===== src/rtl/usb_rx_ep_pkg.sv =====
package usb_rx_ep_pkg;

    typedef enum logic [1:0] {
        ST_EMPTY = 2'd0,
        ST_FULL  = 2'd1,
        ST_SHORT = 2'd2
    } rdy_state_t;

    // Field order sets the bit position of each field in the bus byte.
    typedef struct packed {
        logic aclr;
        logic areq;
        logic dma_en;
        logic pid_err;
        logic dma_mode;
        logic twen;
        logic tog;
        logic incomp;
    } ctl_byte_t;

    localparam int DMA_UNIT = 4;

endpackage


===== src/rtl/rx_unload_cnt.sv =====
module rx_unload_cnt
    import usb_rx_ep_pkg::*;
#(
    parameter int CW = 11
) (
    input  logic          clk,
    input  logic          rst_n,
    input  logic          clr,
    input  logic          cpu_rd,
    input  logic          dma_rd,
    input  logic [CW-1:0] max_pkt,
    output logic          reach
);
    localparam int SW = CW + 1;

    logic [CW-1:0] cnt_q;
    logic [SW-1:0] sum;
    logic [CW-1:0] cnt_d;
    logic          any_rd;

    always_comb begin
        any_rd = cpu_rd | dma_rd;
        sum    = {1'b0, cnt_q}
               + (cpu_rd ? SW'(1) : SW'(0))
               + (dma_rd ? SW'(DMA_UNIT) : SW'(0));
        cnt_d  = sum[CW] ? {CW{1'b1}} : sum[CW-1:0];
        reach  = any_rd && (sum >= {1'b0, max_pkt});
    end

    always_ff @(posedge clk) begin
        if (!rst_n || clr) begin
            cnt_q <= '0;
        end else begin
            cnt_q <= cnt_d;
        end
    end

endmodule


===== src/rtl/rx_pkt_fsm.sv =====
module rx_pkt_fsm
    import usb_rx_ep_pkg::*;
(
    input  logic clk,
    input  logic rst_n,
    input  logic pkt_valid,
    input  logic full_pkt,
    input  logic sw_clr,
    input  logic sw_req,
    input  logic aclr_en,
    input  logic areq_en,
    input  logic reach,
    output logic ready,
    output logic held_full,
    output logic accept,
    output logic drop,
    output logic req
);
    rdy_state_t state_q;
    rdy_state_t state_d;
    logic       req_q;

    // Next-state logic
    always_comb begin
        state_d = state_q;
        unique case (state_q)
            ST_EMPTY: begin
                if (pkt_valid) begin
                    state_d = full_pkt ? ST_FULL : ST_SHORT;   // T_ARRIVE_FULL / T_ARRIVE_SHORT
                end
            end
            ST_FULL: begin
                if (sw_clr || (aclr_en && reach)) begin
                    state_d = ST_EMPTY;                        // T_SW_RELEASE / T_AUTO_DRAIN
                end
            end
            ST_SHORT: begin
                if (sw_clr) begin
                    state_d = ST_EMPTY;                        // T_SW_RELEASE
                end
            end
            default: state_d = ST_EMPTY;
        endcase
    end

    // State register
    always_ff @(posedge clk) begin
        if (!rst_n) begin
            state_q <= ST_EMPTY;
        end else begin
            state_q <= state_d;
        end
    end

    // Outputs
    always_comb begin
        ready     = 1'b0;
        held_full = 1'b0;
        accept    = 1'b0;
        unique case (state_q)
            ST_EMPTY: accept = pkt_valid;
            ST_FULL: begin
                ready     = 1'b1;
                held_full = 1'b1;
            end
            ST_SHORT: ready = 1'b1;
            default: ready = 1'b0;
        endcase
        drop = ready && (state_d == ST_EMPTY);
        req  = req_q;
    end

    // Request-packet flag: a set wins over the clear from an accepted packet.
    always_ff @(posedge clk) begin
        if (!rst_n) begin
            req_q <= 1'b0;
        end else if ((drop && areq_en) || sw_req) begin
            req_q <= 1'b1;
        end else if (accept) begin
            req_q <= 1'b0;
        end
    end

endmodule


===== src/rtl/rx_ctl_byte.sv =====
module rx_ctl_byte
    import usb_rx_ep_pkg::*;
(
    input  logic       clk,
    input  logic       rst_n,
    input  logic       bus_wr,
    input  logic [7:0] bus_wdata,
    input  logic       accept,
    input  logic       full_pkt,
    input  logic       iso,
    input  logic       pid_err,
    input  logic       incomp,
    output ctl_byte_t  ctl
);
    ctl_byte_t ctl_q;
    ctl_byte_t ctl_d;
    ctl_byte_t wr_v;
    logic      tog_wr_q;

    assign wr_v = ctl_byte_t'(bus_wdata);

    always_comb begin
        ctl_d = ctl_q;
        // Software write
        if (bus_wr) begin
            ctl_d.aclr     = wr_v.aclr;
            ctl_d.areq     = wr_v.areq;
            ctl_d.dma_en   = wr_v.dma_en;
            ctl_d.pid_err  = wr_v.pid_err;
            ctl_d.dma_mode = wr_v.dma_mode;
            ctl_d.twen     = wr_v.twen;
            ctl_d.incomp   = wr_v.incomp;
            if (ctl_q.twen) begin
                ctl_d.tog = wr_v.tog;
            end
        end
        // Hardware updates override software
        if (tog_wr_q) begin
            ctl_d.twen = 1'b0;
        end
        if (accept) begin
            if (!full_pkt) begin
                ctl_d.areq = 1'b0;
            end
            if (iso && pid_err) begin
                ctl_d.pid_err = 1'b1;
            end
            if (incomp) begin
                ctl_d.incomp = 1'b1;
            end
            if (!iso) begin
                ctl_d.tog = ~ctl_q.tog;
            end
        end
    end

    always_ff @(posedge clk) begin
        if (!rst_n) begin
            ctl_q    <= '0;
            tog_wr_q <= 1'b0;
        end else begin
            ctl_q    <= ctl_d;
            tog_wr_q <= bus_wr && ctl_q.twen;
        end
    end

    assign ctl = ctl_q;

endmodule


===== src/rtl/usb_rx_ep_ctrl.sv =====
module usb_rx_ep_ctrl
    import usb_rx_ep_pkg::*;
#(
    parameter int CW = 11
) (
    input  logic          clk,
    input  logic          rst_n,
    input  logic          bus_wr,
    input  logic [7:0]    bus_wdata,
    output logic [7:0]    bus_rdata,
    input  logic          sw_ready_clr,
    input  logic          sw_req_set,
    input  logic          unload_cpu,
    input  logic          unload_dma,
    input  logic          pkt_valid,
    input  logic [CW-1:0] pkt_bytes,
    input  logic          pkt_short,
    input  logic          pkt_iso,
    input  logic          pkt_pid_err,
    input  logic          pkt_incomp,
    input  logic [CW-1:0] max_pkt,
    output logic          pkt_ready,
    output logic          req_pkt,
    output logic          dma_req,
    output logic          data_toggle
);
    ctl_byte_t ctl;
    logic      full_pkt;
    logic      reach;
    logic      ready;
    logic      held_full;
    logic      accept;
    logic      drop;
    logic      req;

    assign full_pkt = !pkt_short && (pkt_bytes == max_pkt);

    rx_unload_cnt #(.CW(CW)) u_cnt (
        .clk     (clk),
        .rst_n   (rst_n),
        .clr     (drop || !ready),
        .cpu_rd  (unload_cpu),
        .dma_rd  (unload_dma),
        .max_pkt (max_pkt),
        .reach   (reach)
    );

    rx_pkt_fsm u_fsm (
        .clk       (clk),
        .rst_n     (rst_n),
        .pkt_valid (pkt_valid),
        .full_pkt  (full_pkt),
        .sw_clr    (sw_ready_clr),
        .sw_req    (sw_req_set),
        .aclr_en   (ctl.aclr),
        .areq_en   (ctl.areq),
        .reach     (reach),
        .ready     (ready),
        .held_full (held_full),
        .accept    (accept),
        .drop      (drop),
        .req       (req)
    );

    rx_ctl_byte u_ctl (
        .clk       (clk),
        .rst_n     (rst_n),
        .bus_wr    (bus_wr),
        .bus_wdata (bus_wdata),
        .accept    (accept),
        .full_pkt  (full_pkt),
        .iso       (pkt_iso),
        .pid_err   (pkt_pid_err),
        .incomp    (pkt_incomp),
        .ctl       (ctl)
    );

    always_comb begin
        bus_rdata   = ctl;
        pkt_ready   = ready;
        req_pkt     = req;
        data_toggle = ctl.tog;
        dma_req     = ctl.dma_en && ready && (!ctl.dma_mode || held_full);
    end

endmodule


===== config.mk =====
export PLATFORM = sky130hd
export DESIGN_NAME = usb_rx_ep_ctrl
export DESIGN_NICKNAME = d
export VERILOG_FILES = /design/src/rtl/usb_rx_ep_pkg.sv /design/src/rtl/rx_unload_cnt.sv /design/src/rtl/rx_pkt_fsm.sv /design/src/rtl/rx_ctl_byte.sv /design/src/rtl/usb_rx_ep_ctrl.sv
export SDC_FILE = /design/constraint.sdc
export NUM_CORES = 1
export LEC_CHECK = 0
export BUFFER_PORTS_ARGS = -buffer_cell sky130_fd_sc_hd__buf_2
export CORE_MARGIN = 5
export CORE_UTILIZATION = 54
export DETAILED_ROUTE_END_ITERATION = 7
export PLACE_DENSITY_LB_ADDON = 0.25
export SETUP_SLACK_MARGIN = 0.4
export SKIP_CTS_REPAIR_TIMING = 1
export SLEW_MARGIN = 5
export SYNTH_ARGS = -nofsm -noshare
export SYNTH_HDL_FRONTEND = slang
export SYNTH_SLANG_ARGS = --single-unit

===== constraint.sdc =====
create_clock -name clk -period 4.6 [get_ports clk]
set_clock_uncertainty 0.1 [all_clocks]
set_input_delay 0 -clock clk [delete_from_list [all_inputs] [get_ports clk]]
set_output_delay 0 -clock clk [all_outputs]
set_load 0.01 [all_outputs]

==> key figures <==
Final layout
  – Number of nets in the layout: 318
  – Synth-to-layout area growth: 29.69%
  – Most common library cell in the layout ignoring fill and taps: sky130_fd_sc_hd__buf_2
  – Leading cell types in the layout, fill and taps excluded: sky130_fd_sc_hd__buf_2, sky130_fd_sc_hd__inv_1, sky130_fd_sc_hd__dfxtp_1
  – Post-route non-filler standard cell count: 288
  – Final antenna diode count: 0
  – Post-Layout Inst Area: between 0.002 and 0.0025 mm2
  – Share of final-layout standard cells stronger than drive strength 1: 0.2724

Global route
  – Maximum number of pins on one net before global-route repair: 14
  – Global-route wire length before repair: 5747 um
  – Total global routing track utilization: 0.1708
  – Number of global-route vias before repair: approximately 1300
  – Number of antenna violations at the first check in global routing: 0
  – GRT Residual Overflow: 0

Synthesis
  – Yosys warning total: 0
  – Net count after synthesis: 247
  – Mean cell area of the mapped netlist: 8.631 um2
  – Async SR Flop Fraction: 0
  – Synth Flop Type: sky130_fd_sc_hd__dfxtp_1
  – Register bit count reported by yosys: 23
  – Number of synthesized flops with an enable pin: 0
  – Post-synthesis simple-gate area fraction: 0.1574
  – Fraction of synthesized cell area in xor and xnor cells: 0.1085
  – Area of the mapped netlist: ~0.0016 mm2
  – Synthesized-area fraction occupied by adder cells: 0.1395
  – Largest family of logic cells by synthesized area: compound AO/OA/AOI/OAI gates
  – Share of the synthesized area in compound gates (AO/OA/AOI/OAI): 0.1729
  – Number of instances in the synthesized netlist: between 150 and 200
  – Unique cell type count in the Yosys netlist: 39
  – Multiplexer area fraction after synthesis: 0.04961
  – Share of the yosys chip area belonging to registers: 0.2853

Die
  – Initial cell density of the core: 0.5754
  – DIE HEIGHT: roughly 65 um
  – Die outline area: 0.004182 mm2
  – Number of rows created at floorplan: 19
  – Die span in x: between 60 and 70 um
  – Number of top-level pins: 54
  – Core area: between 0.002 and 0.003 mm2

Pwr
  – VDD IR max: 0.1565 mV
  – Power Density: 199.8 mW/mm2
  – Leakage: 1.079 nW

Worst setup path
  – Launching element type of the critical path: register
  – Endpoint of the lowest-slack register-to-register path: u_fsm.req
  – Critical path arrival: 3560 ps
  – Length in cells of the worst reg-to-reg path: 16
  – Ordered list of cells on the worst path: ha_1 -> ha_1 -> a21oi_1 -> nor2b_1 -> nand3_1 -> nor2_1 -> xnor2_1 -> inv_1 -> ha_1 -> nand3_1 -> nor4_1 -> a311oi_1 -> nand4_1 -> nand2_1 -> o21ai_0 -> dlygate4sd3_1
  – Worst Path Required: 4780 ps
  – Reg-to-reg startpoint: u_cnt.cnt_q[0]
  – Count of buffering cells on the critical path with inverters included: 2
  – Type of element capturing the critical path: register
  – Cell type group with the largest total delay on the critical path: simple AND/OR/NAND/NOR gates
  – Max Fanout on Critical Path: 3
  – Path type of the worst setup path: register to register
  – Slowest Stage Delay on Critical Path: 570 ps
  – Flop-to-flop setup slack: 1220 ps
  – Critical path's slowest cell: sky130_fd_sc_hd__dlygate4sd3_1
  – Dominant cell type by count on the critical path: sky130_fd_sc_hd__ha_1

STA
  – Max Transition Viols Final: 0
  – Worst hold margin: -8.576 ps
  – Worst-Margin Slew: 714.7 ps
  – Final-layout setup total negative slack: 0 ps
  – Setup WS post-layout: 1221 ps
  – Time the worst path needs with I/O delays and setup: between 3000 and 4000 ps
  – Highest clock rate: 295.9 MHz
  – Final setup violating endpoints: 0
  – Hold violation count in the final report: 2
  – Unrepaired setup endpoints after global routing: false
  – Period utilisation layout: 0.7347
  – Worst max-slew margin expressed relative to the limit: 0.5222

Worst hold path
  – Hold_sp: bus_wdata[1]
  – Worst Hold Depth: 3
  – Classification of the worst-slack hold path: input port to register
  – Worst-case hold path end point: u_ctl.ctl[1]

Clocking
  – Maximum buffer depth of the clock tree: 2
  – Cts bufs inserted: 3
  – CTS sink cnt: 23
  – H-Tree Level Count: 1
  – Clock-pin slew on the worst setup and hold paths: 140 ps
  – Worst-Skew Late Latency: 330 ps
  – CTS tree: built
  – Clock tree root buffer cell: sky130_fd_sc_hd__clkbuf_4

Placement
  – Cell count after placement: 265
  – Port buffer count: 53
  – Pre-CTS setup slack: 1398 ps
  – Routability cong.: 0.8065
  – Placed instance area: about 0.0019 mm2
  – DP Wirelength: about 2900 um

Detailed routing
  – Number of violations reported at the end of detailed-routing iteration 0: 87
  – Via/cell ratio: 5.444
  – Count of vias placed by the detailed router: approximately 1600
  – Total Wirelength: 4138 um
  – Count of unresolved DRC violations after routing: 0
  – First-pass DRT Iterations: 4
  – Final routed wire length divided by cell count: ~14 um
  – Count of antenna-violating nets left after detailed routing: 0

Status
  – Status: finished, violations left
  – Violations in the final reports: negative hold slack

Run
  – Total of max-cap violations: 0
==> synthesized netlist by cell type, types with 2 or more instances <==
library cell	number	area (um2)
sky130_fd_sc_hd__xnor2_1	5	43.79
sky130_fd_sc_hd__inv_1	26	97.59
sky130_fd_sc_hd__a21o_1	2	15.01
sky130_fd_sc_hd__a21oi_2	9	78.83
sky130_fd_sc_hd__nand4_1	2	12.51
sky130_fd_sc_hd__buf_4	3	22.52
sky130_fd_sc_hd__nand3_1	7	35.03
sky130_fd_sc_hd__a31oi_1	2	12.51
sky130_fd_sc_hd__and3_1	3	18.77
sky130_fd_sc_hd__ha_1	18	225.2
sky130_fd_sc_hd__o21ai_0	5	25.02
sky130_fd_sc_hd__nor4_1	4	25.02
sky130_fd_sc_hd__dfxtp_1	23	460.4
sky130_fd_sc_hd__mux2i_1	8	80.08
sky130_fd_sc_hd__nand2_1	10	37.54
sky130_fd_sc_hd__nand2b_1	2	12.51
sky130_fd_sc_hd__nor2_1	9	33.78
sky130_fd_sc_hd__a311oi_1	3	26.28
sky130_fd_sc_hd__a21oi_1	11	55.05
sky130_fd_sc_hd__nor2b_1	2	12.51
sky130_fd_sc_hd__xor2_1	15	131.4
==> worst max path at each step <==
stage | start | slack [ps] | end | depth (start not counted)
2_1_floorplan | u_cnt.cnt_q[0] | 1920 | u_cnt.cnt_q[7] | 16
3_3_place_gp | u_cnt.cnt_q[0] | 1510 | u_cnt.cnt_q[10] | 15
3_5_place_dp | u_cnt.cnt_q[0] | 1400 | u_cnt.cnt_q[10] | 15
4_1_cts | u_cnt.cnt_q[0] | 1370 | u_cnt.cnt_q[10] | 15
5_1_grt | u_cnt.cnt_q[0] | 900 | u_fsm.req | 16
6_report | u_cnt.cnt_q[0] | 1220 | u_fsm.req | 16
==> stage by stage <==
step	hold slack [ps]	total power (W)	utilization
after floorplan	11.75	0.0002678	-
after global placement	134.0	0.0003022	0.6686
after detailed placement	143.8	0.0003032	0.6686
after CTS	-198.4	0.0004022	0.6784
after global routing	1.767	0.0004380	0.7462
final	-8.576	0.0004183	0.7462
==> worst min-delay path: stages <==
cell and delay, ps:
sky130_fd_sc_hd__buf_2 80, sky130_fd_sc_hd__a311oi_1 80, sky130_fd_sc_hd__a211oi_1 210
==> layer usage <==
layer | wire length, um | up-vias | GRT usage
li1 | - | 785 | -
met1 | 1749 | 713 | 0.2032
met2 | 2091 | 61 | 0.3144
met3 | 232 | 9 | 0.02936
met4 | 65 | 0 | 0.04749
met5 | 0 | - | 0
==> final cells by class <==
class	count	area, um2
repair buffers	72	455.4
well taps	31	38.79
multi-input cells	132	1013
inverters	26	97.59
clock buffers	3	22.52
fillers	208	711.9
flip-flops and latches	23	460.4
clock inverters	1	5.005
==> cell families after synthesis <==
logic type | after synthesis
flip-flops | 23
AO/OA/AOI/OAI | 40
XOR/XNOR | 20
adder cells (fa/ha/maj) | 18
buffers and inverters | 32
multiplexers | 8
AND/OR/NAND/NOR | 46
==> state kept, by name (all words and copies together) (netlist names) <==
signal	flops
u_cnt.cnt_q	11
u_ctl.ctl	8
u_ctl.tog_wr_q	1
u_fsm.req	1
u_fsm.state_q	2
==> power breakdown <==
group | switching (W) | internal [W] | leakage (nW)
clock | 0.0000700 | 0.0000327 | 0.0177
combinational | 0.0000507 | 0.0000529 | 0.874
sequential | 0.00000570 | 0.000206 | 0.188
Power figures use the tool's default switching activity.
